`src/rtl/fault_guard.sv`:
```
module fault_guard #(
  parameter int CLK_HZ     = 50_000_000,
  parameter int BLANK_NS   = 1250,
  parameter int HOLDOFF_NS = 10_000,
  parameter int GATES      = 4
) (
  input  logic             clk,
  input  logic             por_n,
  input  logic             clr_n,
  input  logic             chop_en,
  input  logic [GATES-1:0] gate_req,
  input  logic             oc_det,
  input  logic             ot_det,
  input  logic             step_in,
  output logic [GATES-1:0] gate_out,
  output logic             step_out,
  output logic             flt_n,
  output logic [1:0]       flt_code
);
  localparam int BLANK_CYC = (CLK_HZ / 1000 * BLANK_NS + 999_999) / 1_000_000;
  localparam int HOLD_CYC  = (CLK_HZ / 1000 * HOLDOFF_NS + 999_999) / 1_000_000;
  localparam int BW = $clog2(BLANK_CYC + 1);
  localparam int HW = $clog2(HOLD_CYC + 1);

  logic          chop_q;
  logic [BW-1:0] blank_cnt;
  logic [HW-1:0] hold_cnt;
  logic          oc_lat, ot_lat;
  logic          turn_on, oc_window, tripped;

  assign turn_on   = chop_en & ~chop_q;
  assign oc_window = chop_en & ~turn_on & (blank_cnt == '0);
  assign tripped   = oc_lat | ot_lat;

  always_ff @(posedge clk or negedge por_n) begin
    if (!por_n) begin
      chop_q    <= 1'b0;
      blank_cnt <= '0;
    end else begin
      chop_q <= chop_en;
      if (turn_on)
        blank_cnt <= BW'(BLANK_CYC);
      else if (blank_cnt != '0)
        blank_cnt <= blank_cnt - 1'b1;
    end
  end

  always_ff @(posedge clk or negedge por_n) begin
    if (!por_n) begin
      oc_lat <= 1'b0;
      ot_lat <= 1'b0;
    end else if (!clr_n) begin
      oc_lat <= 1'b0;
      ot_lat <= 1'b0;
    end else begin
      oc_lat <= oc_lat | (oc_det & oc_window);
      ot_lat <= ot_lat | ot_det;
    end
  end

  always_ff @(posedge clk or negedge por_n) begin
    if (!por_n)
      hold_cnt <= HW'(HOLD_CYC);
    else if (!clr_n)
      hold_cnt <= HW'(HOLD_CYC);
    else if (hold_cnt != '0)
      hold_cnt <= hold_cnt - 1'b1;
  end

  assign gate_out = (tripped | ~clr_n) ? '0 : (gate_req & {GATES{chop_en}});
  assign step_out = step_in & (hold_cnt == '0) & clr_n;
  assign flt_n    = ~tripped;
  assign flt_code = {ot_lat, oc_lat};

  assert_blank_R1: assert property (@(posedge clk) disable iff (!por_n)
    ($rose(chop_en) && clr_n) |=> (flt_code[0] == $past(flt_code[0])));

  assert_oc_source_R2: assert property (@(posedge clk) disable iff (!por_n)
    $rose(flt_code[0]) |-> ($past(oc_det) && $past(chop_en)));

  assert_ot_latch_R3: assert property (@(posedge clk) disable iff (!por_n)
    (ot_det && clr_n) |=> (flt_code[1] && !flt_n));

  assert_gates_off_R4: assert property (@(posedge clk) disable iff (!por_n)
    (ot_det && clr_n) |=> (gate_out == '0));

  assert_flag_holds_R5: assert property (@(posedge clk) disable iff (!por_n)
    (!flt_n && clr_n) |=> !flt_n);

  assert_clear_R7: assert property (@(posedge clk) disable iff (!por_n)
    !clr_n |=> (flt_n && flt_code == 2'b00));

  assert_holdoff_R9: assert property (@(posedge clk) disable iff (!por_n)
    !clr_n |=> !step_out);
endmodule

```
`config.mk`:
```
export PLATFORM = sky130hd
export DESIGN_NAME = fault_guard
export DESIGN_NICKNAME = d
export VERILOG_FILES = /design/src/rtl/fault_guard.sv
export SDC_FILE = /design/constraint.sdc
export NUM_CORES = 1
export LEC_CHECK = 0
export BUFFER_PORTS_ARGS = -buffer_cell sky130_fd_sc_hd__buf_2
export CAP_MARGIN = 20
export CORE_MARGIN = 5
export CORE_UTILIZATION = 35
export CTS_BUF_LIST = sky130_fd_sc_hd__clkbuf_8
export CTS_CLUSTER_DIAMETER = 100
export CTS_CLUSTER_SIZE = 14
export DETAILED_ROUTE_END_ITERATION = 16
export PLACE_DENSITY = 0.6
export SYNTH_ARGS = -nofsm -noshare
export SYNTH_HDL_FRONTEND = slang
export SYNTH_SLANG_ARGS = --single-unit
```
`constraint.sdc`:
```
create_clock -name clk -period 1.4 [get_ports clk]
set_input_delay 0.14 -clock clk [delete_from_list [all_inputs] [get_ports clk]]
set_output_delay 0.14 -clock clk [all_outputs]
set_load 0.1 [all_outputs]
```
# Word-level counts from Yosys, hierarchy flattened
# Cells that the tools add are included.
# W data, S select, Z words.
# op_classes
n_reduce_logical	5
eq_ne	1
bitwise	15
addsub	2
mux	7
# ops
operator	count
$mux W9	2
$mux W6	2
$logic_not A9 Y1	1
$reduce_bool A9 Y1	1
$sub A9 B1 Y9 const B	1
$and A1 B1 Y1	6
$logic_not A6 Y1	1
$reduce_bool A6 Y1	1
$sub A6 B1 Y6 const B	1
$and A4 B4 Y4	1
$mux W4	1
$not A1 Y1	4
$or A1 B1 Y1	4
$mux W1	2
$ne A2 B1 Y1 const B	1
$reduce_bool A2 Y1	1
# totals
reg_bits	18
word_cells	35
output_inout_bits	8
inputBits	11

# Depth between registers and ports, before layout
# Gate-level depths: netlist (run 1).
# depth
word_depth	8
mapped_depth	5

# Worst setup path after synthesis (run 1)
# OpenSTA, ideal clock, no wires.
# synth_timing
path_type	register -> output
start	register hold_cnt[0]
end	output port step_out
stages_incl_launch_ff	6
arrival_time_ns	1.917
slack_ns	-0.657
path_buffers	0
path_cell_list	dfrtp_1 inv_1 ha_1 nor2b_1 and3_1 and3_1
# synth_between
elab_chain_len	3
# synth_lines
item	line_no	source
start, declared	27	logic [HW-1:0] hold_cnt;
start signal, assigned	63	hold_cnt <= HW'(HOLD_CYC);
start signal, assigned	65	hold_cnt <= HW'(HOLD_CYC);
start signal, assigned	67	hold_cnt <= hold_cnt - 1'b1;
$logic_not A9 Y1	71	assign step_out = step_in & (hold_cnt == '0) & clr_n;
$and A1 B1 Y1 (2 in series)	71	
end, declared	16	output logic step_out,
# No other way between the ends.

# Worst setup path in the final report (run 1)
# Same ends and word-level chain as after synthesis.

==> summary.txt, run 1 <==
Power and ir drop
  • Clock network power share: 27.2%
  • Power per Cell Area: 957 nW/µm²
  • Switching Fraction: 30.4%
  • Share of power burned in registers: 41.2%
  • Maximum vdd ir drop: 0.972 mV
  • Sw power: 472 µW
  • Combinational Power Share: 31.6%
  • Int Power: 1080 µW
  • Leakage power: 0.000676 µW

STA
  • Fmax: 0.607 GHz
  • Final hold slack: 0.0298 ns
  • Fin crit period: 1.65 ns
  • RSZ-0062 raised after global routing: true
  • Final Cycle Share: 118%
  • Slew @ Worst Pin: 0.494 ns
  • Clk_skew: 0.00204 ns
  • Setup violators final: 11
  • Final Max Slew Viols: 0
  • Slew headroom: 67.3%
  • Hold Vio Cnt, Final: 0
  • Min setup slack post-route: -0.248 ns

Critical path
  • CP endpoint kind: output pin
  • Delay of the slowest critical-path stage: 0.40 ns
  • RR Endpoint: hold_cnt[0]$_DFFE_PN0P_
  • Crit path buf inv count: 2
  • CP Class: register to output pin
  • Slowest stage cell, crit path: dfrtp_1
  • CP Launch Type: register
  • Reg2reg start: hold_cnt[0]$_DFFE_PN0P_
  • Internal reg-to-reg setup slack: -0.14 ns
  • Critical path's top delay family: simple AND/OR/NAND/NOR gates
  • Crit-path max FO: 2
  • Crit path DAT: 1.51 ns
  • Worst r2r path cells: 11
  • Worst EP required: 1.26 ns
  • Cell chain of the critical path: inv_2, ha_4, nor2b_4, and3_1, and3_4, buf_12

Global route
  • Vias in the first global route: 1,009
  • GRT Resource Usage Total: 13.6%
  • Initial antenna violation count: 0
  • Global-route wire length before repair: 4610 µm
  • Pin count of the biggest net entering global routing: 19
  • GR Overflow Total: 0

Yosys
  • Ys Warns: 0
  • Post-synth top flop: dfrtp_1
  • Async set or reset register ratio after synthesis: 100%
  • Synth area leaders: dfrtp_1, dfstp_2, o31ai_1
  • Seq cells post-synth: 18
  • Main combinational cell family by area after synthesis: simple AND/OR/NAND/NOR gates
  • Post-Syn Area: 1020 µm²
  • Syn Nets: 118
  • Most frequent cell after synthesis: dfrtp_1
  • Mapped Cells: 104
  • Commonest cells in the synthesized netlist: dfrtp_1, o31ai_1, dfstp_2, inv_1, o21ai_0
  • Post-synthesis sequential area ratio: 44.8%
  • Avg Cell Area, Syn: 9.83 µm²
  • Multiplexer area fraction after synthesis: 0%
  • Synth Area in XOR/XNOR: 0%
  • Number of flops mapped to enable cells by yosys: 0
  • Yosys top cell area share: 29.4%
  • Adder-cell share of the synthesized area: 3.67%
  • Post-Synth Simple-Gate Area: 25.0%
  • Compound-cell area share of the yosys netlist: 21.4%
  • Synth area leader: dfrtp_1
  • Synth cell types: 34

CTS
  • Clock buffer depth: 2
  • Reg clk slew, reported paths: 0.07 ns
  • H-tree levels: 1
  • Worst-skew pair later-pin latency: 0.25 ns
  • Num CTS Buffers: 3
  • Root buffer cell: clkbuf_8
  • CTS tree: built
  • Clock sinks: 18

Floorplanning
  • Ports: 19
  • Initial Utilization: 36.8%
  • Core area: 2780 µm²
  • # rows: 19
  • Die area: 4100 µm²
  • Die H: 64.0 µm
  • Die width: 64.0 µm

Worst hold path
  • Hold Crit Depth: 1
  • Hold WC Path Type: input pin to register
  • Hold path endpoint: chop_q$_DFF_PN0_
  • HP Start: chop_en

Routing
  • Final Routed Wirelength: 2730 µm
  • Iteration-0 DRC count of the detailed router: 41
  • Via density: 5.41
  • DR vias: 985
  • DRT Pass-1 Iters: 4
  • Routed Antenna Nets: 0
  • WL per Instance: 15.0 µm
  • DRC Markers: 0

Outcome
  • Status: finished, violations left
  • Failing checks: setup timing

Place
  • Post-DP HPWL: 1790 µm
  • Gpl congestion: 0.877
  • Port bufs: 18
  • Placed cells: 163
  • Place WS: -0.0661 ns

Cells and area
  • ANT cells: 0
  • Finished Layout Cells: 182
  • Layout area overhead: 58.5%
  • Layout cells sized above 1: 53.0%
  • Nets: 166

Run
  • Max-Cap Viols: 0
-- registers in the layout (all words and copies together), names as in the netlist --
name       flops
chop_q         1
hold_cnt       9
ot_lat         1
blank_cnt      6
oc_lat         1
-- per-layer routing --
layer	part of all wire [%]	GRT usage, %	wire length [µm]
met4	0	1.82	0
met1	41	16.4	1120
met3	3.9	3.33	106
met5	0	0	0
met2	55	24.6	1500
-- cell usage in the layout, fill, tap and decap left out, types with 3 or more instances in the layout --
cell type	Yosys	final
dfrtp_1	12	12
dfstp_2	6	6
buf_4	2	16
nand2_1	5	4
buf_6	1	12
nor3_1	5	4
o31ai_1	7	6
o211ai_1	3	3
nand3_1	5	5
and2_4	0	4
clkbuf_8	0	4
buf_2	0	11
inv_1	6	4
or3_1	4	3
o21ai_0	6	5
a21oi_1	3	3
buf_12	0	6
nand2b_1	4	3
nor2_1	5	4
-- final cells by class --
type | instances | area, µm²
fill | 216 | 1160
multi-input combinational | 76 | 598
sequential | 18 | 458
timing repair buffer | 47 | 448
clock buffer | 4 | 55.1
tap | 31 | 38.8
inverter | 6 | 22.5
-- cells by family (layout without fill, tap and decap cells) --
family / after synthesis / after routing
AOI/OAI and AO/OA: 28 / 28
DFF: 18 / 18
buffers and inverters: 10 / 57
and+or+nand+nor: 45 / 45
adders and majority gates: 3 / 3
-- worst register-to-register path, cell delays in order, from the launching register on --
cell     delay, ns
dfrtp_1       0.37
inv_2         0.06
buf_4         0.13
buf_6         0.10
buf_6         0.10
buf_6         0.10
buf_6         0.10
buf_6         0.10
buf_6         0.10
buf_6         0.10
nand4_1       0.05
and3_1        0.15
-- metrics by stage --
| stage | util [%] | instance area [µm²] | setup TNS [ns] | total power, µW |
|---|---|---|---|---|
| 6_report | 58.3 | 1620 | -0.817 | 1550 |
| 5_1_grt | 58.3 | 1620 | -1.63 | 1650 |
| 4_1_cts | 55.5 | 1540 | -0.574 | 1520 |
| 3_5_place_dp | 48.0 | 1340 | -0.138 | 1030 |
| 3_3_place_gp | 48.0 | 1340 | -0.0730 | 1020 |
| 2_1_floorplan | - | 1040 | -0.246 | 861 |
-- worst max path at each step --
stage                     cells past startpoint  endpoint               startpoint
after floorplan                               5  step_out  hold_cnt[0]$_DFFE_PN0P_
after global placement                        6  step_out  hold_cnt[0]$_DFFE_PN0P_
after detailed placement                      6  step_out  hold_cnt[0]$_DFFE_PN0P_
after CTS                                     6  step_out  hold_cnt[0]$_DFFE_PN0P_
after global routing                          6  step_out  hold_cnt[0]$_DFFE_PN0P_
final                                         6  step_out  hold_cnt[0]$_DFFE_PN0P_
-- power groups by stage --
stage	clock network (µW)	registers [µW]	logic, µW
after floorplan	0	648	213
after global placement	0	641	378
after detailed placement	0	645	387
after CTS	437	634	449
after global routing	466	648	532
final	422	639	490
-- timing repair --
action | 4_1_cts | 5_1_grt
resized for setup | 14 | 21
pin swaps | 7 | 10
cloned | 0 | 0
setup endpoints to repair | 8 | 16
hold buffers | 1 | 0
buffers inserted | 13 | 3
endpoints found under the hold margin | 12 | 0
Note: power is estimated with default switching activity, not from simulation.
==> run 2, diff against run 1 <==
--- a/config.mk
+++ b/config.mk
@@ -7,6 +7,7 @@
 export LEC_CHECK = 0
 export BUFFER_PORTS_ARGS = -buffer_cell sky130_fd_sc_hd__buf_2
 export CAP_MARGIN = 20
+export CORE_ASPECT_RATIO = 0.8
 export CORE_MARGIN = 5
 export CORE_UTILIZATION = 35
 export CTS_BUF_LIST = sky130_fd_sc_hd__clkbuf_8
==> summary.txt, run 2 (synthesis gave the netlist of run 1 again) <==
Power and ir drop
  • Power Total: 1500 µW (was 1550 µW)
  • Maximum vdd ir drop: 0.505 mV (was 0.972 mV)
  • Leakage power: 0.000618 µW (was 0.000676 µW)
  • Power per Cell Area: 991 nW/µm² (was 957 nW/µm²)

Critical path
  • CP endpoint kind: output pin (unchanged)
  • Crit path to: step_out (unchanged)
  • Start point of the critical path: hold_cnt[0]$_DFFE_PN0P_ (unchanged)
  • Reg2reg start: hold_cnt[1]$_DFFE_PN0P_ (was hold_cnt[0]$_DFFE_PN0P_)
  • Worst EP required: 1.26 ns (about the same)
  • Crit path DAT: 1.57 ns (was 1.51 ns)
  • RR Endpoint: hold_cnt[7]$_DFFE_PN1P_ (was hold_cnt[0]$_DFFE_PN0P_)
  • CP Launch Type: register (unchanged)
  • CP Class: register to output pin (unchanged)
  • Worst r2r path cells: 5 (was 11)
  • Crit-path max FO: 3 (was 2)
  • Internal reg-to-reg setup slack: -0.25 ns (was -0.14 ns)

Global route
  • Vias in the first global route: 899 (was 1,009)
  • Global-route wire length before repair: 4220 µm (was 4610 µm)
  • Initial antenna violation count: 0 (unchanged)
  • GRT Resource Usage Total: 13.2% (was 13.6%)
  • GR Overflow Total: 0 (unchanged)
  • Pin count of the biggest net entering global routing: 19 (unchanged)

Routing
  • Iteration-0 DRC count of the detailed router: 63 (was 41)
  • DR vias: 984 (was 985)
  • DRT Pass-1 Iters: 4 (unchanged)
  • Via density: 5.50 (was 5.41)
  • Routed Antenna Nets: 0 (unchanged)
  • WL per Instance: 14.8 µm (was 15.0 µm)
  • DRC Markers: 0 (unchanged)
  • Final Routed Wirelength: 2660 µm (was 2730 µm)

Cells and area
  • Layout area overhead: 48.0% (was 58.5%)
  • Layout cells sized above 1: 51.8% (was 53.0%)
  • Biggest register: hold_cnt (unchanged)
  • Nets: 156 (was 166)
  • ANT cells: 0 (unchanged)
  • Max reg flops: 9 (unchanged)
  • Multi-input gate area: 609 µm² (was 598 µm²)
  • Most frequent cells in the layout: buf_4, dfrtp_1, buf_2 (was buf_4, dfrtp_1, buf_6, buf_2)
  • Commonest non-fill, non-tap cell in the layout: buf_4 (unchanged)
  • Finished Layout Cells: 179 (was 182)
  • Fillers: 234 (was 216)
  • Seq. cell area: 458 µm² (unchanged)
  • Biggest regs: hold_cnt x9, blank_cnt x6 (unchanged)

Place
  • Port bufs: 18 (unchanged)
  • Placed cells: 169 (was 163)
  • Gpl congestion: 0.875 (was 0.877)
  • Post-DP HPWL: 1800 µm (was 1790 µm)

CTS
  • H-tree levels: 1 (unchanged)
  • Root buffer cell: clkbuf_8 (unchanged)
  • Reg clk slew, reported paths: 0.07 ns (about the same)
  • Clock buffer depth: 2 (unchanged)
  • Clock sinks: 18 (unchanged)
  • Num CTS Buffers: 3 (unchanged)
  • Worst-skew pair later-pin latency: 0.26 ns (was 0.25 ns)
  • CTS tree: built (unchanged)

Floorplanning
  • Die area: 4110 µm² (was 4100 µm²)
  • Ports: 19 (unchanged)
  • Die H: 58.3 µm (was 64.0 µm)
  • Core area: 2790 µm² (was 2780 µm²)
  • Initial Utilization: 36.7% (was 36.8%)
  • # rows: 17 (was 19)
  • Die width: 70.4 µm (was 64.0 µm)

Outcome
  • Failing checks: setup timing (unchanged)
  • Status: finished, violations left (unchanged)

STA
  • Final Max Slew Viols: 0 (unchanged)
  • Slew headroom: 66.6% (was 67.3%)
  • RSZ-0062 raised after global routing: true (unchanged)
  • Fin crit period: 1.71 ns (was 1.65 ns)
  • Min setup slack post-route: -0.305 ns (was -0.248 ns)
  • Hold Vio Cnt, Final: 0 (unchanged)
  • Final Cycle Share: 122% (was 118%)
  • Setup violators final: 4 (was 11)
  • Slew @ Worst Pin: 0.496 ns (was 0.494 ns)
  • Clk_skew: 0.00327 ns (was 0.00204 ns)
  • Fmax: 0.586 GHz (was 0.607 GHz)

Run
  • Max-Cap Viols: 0 (unchanged)

Worst hold path
  • Hold WC Path Type: input pin to register (unchanged)
-- run 2: cell types whose count changed in the layout (fill, tap and decap cells not counted), sizes merged --
cell / change
buf: -9
clkbuf: -1
-- run 2: area by class of cell --
class	instances	share of cell area (%)
repair buffers	37	21.2
well taps	38	3.14
clock buffers	4	3.64
flip-flops and latches	18	30.3
inverters	6	1.49
multi-input cells	76	40.3
-- run 2: report_power, final --
part | switching (µW) | leakage (µW) | internal [µW]
clock | 190 | 0.0000288 | 250
sequential | 68.3 | 0.000200 | 586
combinational | 220 | 0.000389 | 185
-- run 2: layer usage --
metal | global-route usage [%] | up-vias | share of wire [%]
met5 | 0 | - | 0
met1 | 17.9 | 489 | 46
met4 | 4.92 | 0 | 1.0
met3 | 3.92 | 2 | 8.2
li1 | - | 459 | -
met2 | 20.0 | 34 | 45
-- run 2: critical path, stage by stage (launching register included) --
cell and delay, ns:
dfrtp_1 0.40, inv_2 0.07, ha_2 0.17, nor2b_4 0.15
and3_4 0.17, and3_4 0.18, buf_12 0.17
-- run 2: how the worst min path moves through the flow --
stage,startpoint,to,slack (ns),cells after the start
after floorplan,por_n,blank_cnt[0]$_DFFE_PN0P_,-0.16,0
after global placement,por_n,hold_cnt[1]$_DFFE_PN0P_,0.09,1
after detailed placement,por_n,hold_cnt[1]$_DFFE_PN0P_,0.1,1
after CTS,chop_en,chop_q$_DFF_PN0_,0.03,1
after global routing,chop_en,chop_q$_DFF_PN0_,0.03,1
final,chop_en,chop_q$_DFF_PN0_,0.03,1
-- run 2: timing repair --
action | CTS | global route
endpoints found under the setup margin | 13 | 15
resized for setup | 16 | 9
hold buffers | 1 | 0
buffers inserted | 5 | 2
endpoints found under the hold margin | 12 | 0
pin swaps | 12 | 5
-- run 2: metrics by stage --
stage | TNS (ns) | setup slack (ns) | util, % | instance area, µm² | hold WS (ns)
after CTS | -0.426 | -0.314 | 52.7 | 1470 | 0.0289
final | -0.798 | -0.305 | 54.3 | 1510 | 0.0298
after detailed placement | -0.240 | -0.0818 | 47.4 | 1320 | 0.0964
after global placement | -0.108 | -0.0569 | 47.4 | 1320 | 0.0948
after global routing | -1.33 | -0.357 | 54.3 | 1510 | 0.0349
after floorplan | -0.246 | -0.246 | - | 1040 | -0.156
==> run 3, diff against run 2 <==
--- a/config.mk
+++ b/config.mk
@@ -9,12 +9,12 @@
 export CAP_MARGIN = 20
 export CORE_ASPECT_RATIO = 0.8
 export CORE_MARGIN = 5
-export CORE_UTILIZATION = 35
-export CTS_BUF_LIST = sky130_fd_sc_hd__clkbuf_8
+export CORE_UTILIZATION = 49
+export CTS_BUF_LIST = sky130_fd_sc_hd__clkbuf_2
 export CTS_CLUSTER_DIAMETER = 100
 export CTS_CLUSTER_SIZE = 14
 export DETAILED_ROUTE_END_ITERATION = 16
-export PLACE_DENSITY = 0.6
+export PLACE_DENSITY = 0.78
 export SYNTH_ARGS = -nofsm -noshare
 export SYNTH_HDL_FRONTEND = slang
 export SYNTH_SLANG_ARGS = --single-unit
==> summary.txt, run 3 (synthesis gave the netlist of run 1 again) <==
Routing
  • Final Routed Wirelength: 3600 µm (was 2660 µm)
  • Iteration-0 DRC count of the detailed router: 109 (was 63)
  • DRC Markers: 0 (unchanged)
  • Via density: 6.33 (was 5.50)
  • DRT Pass-1 Iters: 4 (unchanged)
  • Routed Antenna Nets: 0 (unchanged)
  • WL per Instance: 20.9 µm (was 14.8 µm)
  • DR vias: 1,089 (was 984)

Power and ir drop
  • Leakage power: 0.000669 µW (was 0.000618 µW)
  • Clock network power share: 16.5% (was 29.4%)
  • Share of power burned in registers: 45.6% (was 43.6%)
  • Power per Cell Area: 887 nW/µm² (was 991 nW/µm²)
  • Sw power: 525 µW (was 478 µW)
  • Switching Fraction: 36.8% (was 31.9%)
  • Combinational Power Share: 37.9% (was 27.0%)
  • Maximum vdd ir drop: 0.721 mV (was 0.505 mV)
  • Int Power: 901 µW (was 1020 µW)
  • Power Total: 1430 µW (was 1500 µW)

Global route
  • Initial antenna violation count: 0 (unchanged)
  • Pin count of the biggest net entering global routing: 19 (unchanged)
  • GR Overflow Total: 0 (unchanged)
  • Global-route wire length before repair: 4690 µm (was 4220 µm)
  • Vias in the first global route: 1,006 (was 899)
  • GRT Resource Usage Total: 20.0% (was 13.2%)

Critical path
  • Delay of the slowest critical-path stage: 0.43 ns (was 0.40 ns)
  • CP endpoint kind: output pin (unchanged)
  • Slowest stage cell, crit path: dfstp_2 (was dfrtp_1)
  • Worst EP required: 1.26 ns (about the same)
  • Crit path buf inv count: 1 (was 2)
  • Crit path DAT: 1.63 ns (was 1.57 ns)
  • Critical path's top delay family: simple AND/OR/NAND/NOR gates (unchanged)
  • Crit-path max FO: 2 (was 3)
  • Cell chain of the critical path: nor4_2, and3_4, and3_4, buf_12 (was inv_2, ha_2, nor2b_4, and3_4, and3_4, buf_12)
  • CP Class: register to output pin (unchanged)
  • CP Launch Type: register (unchanged)
  • Most used cell, CP: and3_4 (unchanged)

Floorplanning
  • Core area: 1930 µm² (was 2790 µm²)
  • Initial Utilization: 53.1% (was 36.7%)
  • Die H: 50.9 µm (was 58.3 µm)
  • Die area: 3110 µm² (was 4110 µm²)
  • Die width: 61.1 µm (was 70.4 µm)
  • Ports: 19 (unchanged)
  • # rows: 14 (was 17)

STA
  • Final Max Slew Viols: 0 (unchanged)
  • Hold Vio Cnt, Final: 0 (unchanged)
  • RSZ-0062 raised after global routing: true (unchanged)
  • Clk_skew: 0.0452 ns (was 0.00327 ns)
  • Final hold slack: 0.00591 ns (was 0.0298 ns)
  • Final Cycle Share: 127% (was 122%)
  • Slew headroom: 67.4% (was 66.6%)
  • Min setup slack post-route: -0.372 ns (was -0.305 ns)
  • Fmax: 0.564 GHz (was 0.586 GHz)
  • Fin crit period: 1.77 ns (was 1.71 ns)
  • Slew @ Worst Pin: 0.492 ns (was 0.496 ns)
  • Setup violators final: 17 (was 4)

CTS
  • Clock sinks: 18 (unchanged)
  • Worst-skew pair later-pin latency: 0.34 ns (was 0.26 ns)
  • Clock buffer depth: 2 (unchanged)
  • Root buffer cell: clkbuf_2 (was clkbuf_8)
  • Reg clk slew, reported paths: 0.21 ns (was 0.07 ns)
  • H-tree levels: 1 (unchanged)
  • CTS tree: built (unchanged)
  • Num CTS Buffers: 3 (unchanged)

Cells and area
  • Max reg flops: 9 (unchanged)
  • Biggest register: hold_cnt (unchanged)
  • ANT cells: 0 (unchanged)
  • Biggest regs: hold_cnt x9, blank_cnt x6 (unchanged)
  • Nets: 163 (was 156)
  • Commonest non-fill, non-tap cell in the layout: buf_4 (unchanged)
  • Fillers: 101 (was 234)
  • Finished Core Util: 83.4% (was 54.3%)
  • Layout area overhead: 57.3% (was 48.0%)
  • Most frequent cells in the layout: buf_4, buf_2, dfrtp_1, buf_6 (was buf_4, dfrtp_1, buf_2)
  • Layout cells sized above 1: 58.1% (was 51.8%)

Worst hold path
  • Hold WC Path Type: input pin to register (unchanged)

Place
  • Port bufs: 18 (unchanged)
  • Post-DP HPWL: 1860 µm (was 1800 µm)
  • Gpl congestion: 0.866 (was 0.875)
  • Place WS: -0.0686 ns (was -0.0818 ns)

Outcome
  • Status: finished, violations left (unchanged)
  • Failing checks: setup timing (unchanged)

Run
  • Max-Cap Viols: 0 (unchanged)
-- run 3: cell types whose count changed in the layout (fill, tap and decap cells not counted), moves of 2 or more --
cell / before / now
buf_6: 2 / 8
clkbuf_8: 4 / 0
clkbuf_2: 0 / 3
dfrtp_1: 12 / 9
dfrtp_2: 0 / 3
ha_2: 2 / 0
nor2_1: 4 / 2
nor4_1: 2 / 0
o21ai_0: 6 / 4
o21ai_1: 0 / 2
-- run 3: per-layer routing --
layer | global-route usage, % | routed length, µm | up-vias
li1 | - | - | 473
met4 | 3.25 | 55 | 0
met3 | 5.29 | 351 | 9
met2 | 34.2 | 1720 | 77
met1 | 25.6 | 1470 | 530
met5 | 0 | 0 | -
-- run 3: what timing repair did --
| item | in CTS | in global routing |
|---|---|---|
| hold buffers | 2 | 0 |
| cloned | 0 | 0 |
| hold endpoints to repair | 13 | 0 |
| buffers inserted | 5 | 8 |
| gates resized for setup | 16 | 34 |
| pin swaps | 8 | 11 |
| setup endpoints to repair | 13 | 22 |
-- run 3: worst paths after layout --
path	start	depth (start not counted)	slack [ns]	to
worst max-delay path	hold_cnt[6]$_DFFE_PN1P_	4	-0.37	step_out
worst min-delay path	ot_det	2	0.006	ot_lat$_DFF_PN0_
worst max register to register	hold_cnt[1]$_DFFE_PN0P_	5	-0.26	hold_cnt[7]$_DFFE_PN1P_
worst min register to register	hold_cnt[2]$_DFFE_PN1P_	2	0.56	hold_cnt[2]$_DFFE_PN1P_
max in group asynchronous	por_n	2	0.78	hold_cnt[5]$_DFFE_PN1P_
min in group asynchronous	por_n	2	0.23	blank_cnt[2]$_DFFE_PN0P_
-- run 3: final cells by class --
cell class	instances	area, µm²	share of cell area [%]
clock inverter	1	3.75	0.233
timing repair buffer	44	413	25.7
sequential	18	462	28.7
inverter	6	22.5	1.40
clock buffer	3	15.0	0.934
tap	24	30.0	1.87
multi-input combinational	76	662	41.2
-- run 3: power by group through the flow --
stage / sequential, µW / clock, µW / combinational [µW]
detailed placement: 656 / 0 / 340
global placement: 652 / 0 / 324
global route: 657 / 260 / 571
CTS: 646 / 221 / 379
floorplan: 648 / 0 / 213
finish: 651 / 235 / 540
-- run 3: stage by stage --
step	instances	setup TNS, ns	area [µm²]
4_1_cts	164	-1.07	1410
3_5_place_dp	153	-0.244	1290
2_1_floorplan	104	-0.246	1040
5_1_grt	172	-3.17	1610
3_3_place_gp	153	-0.0447	1290
6_report	172	-2.11	1610
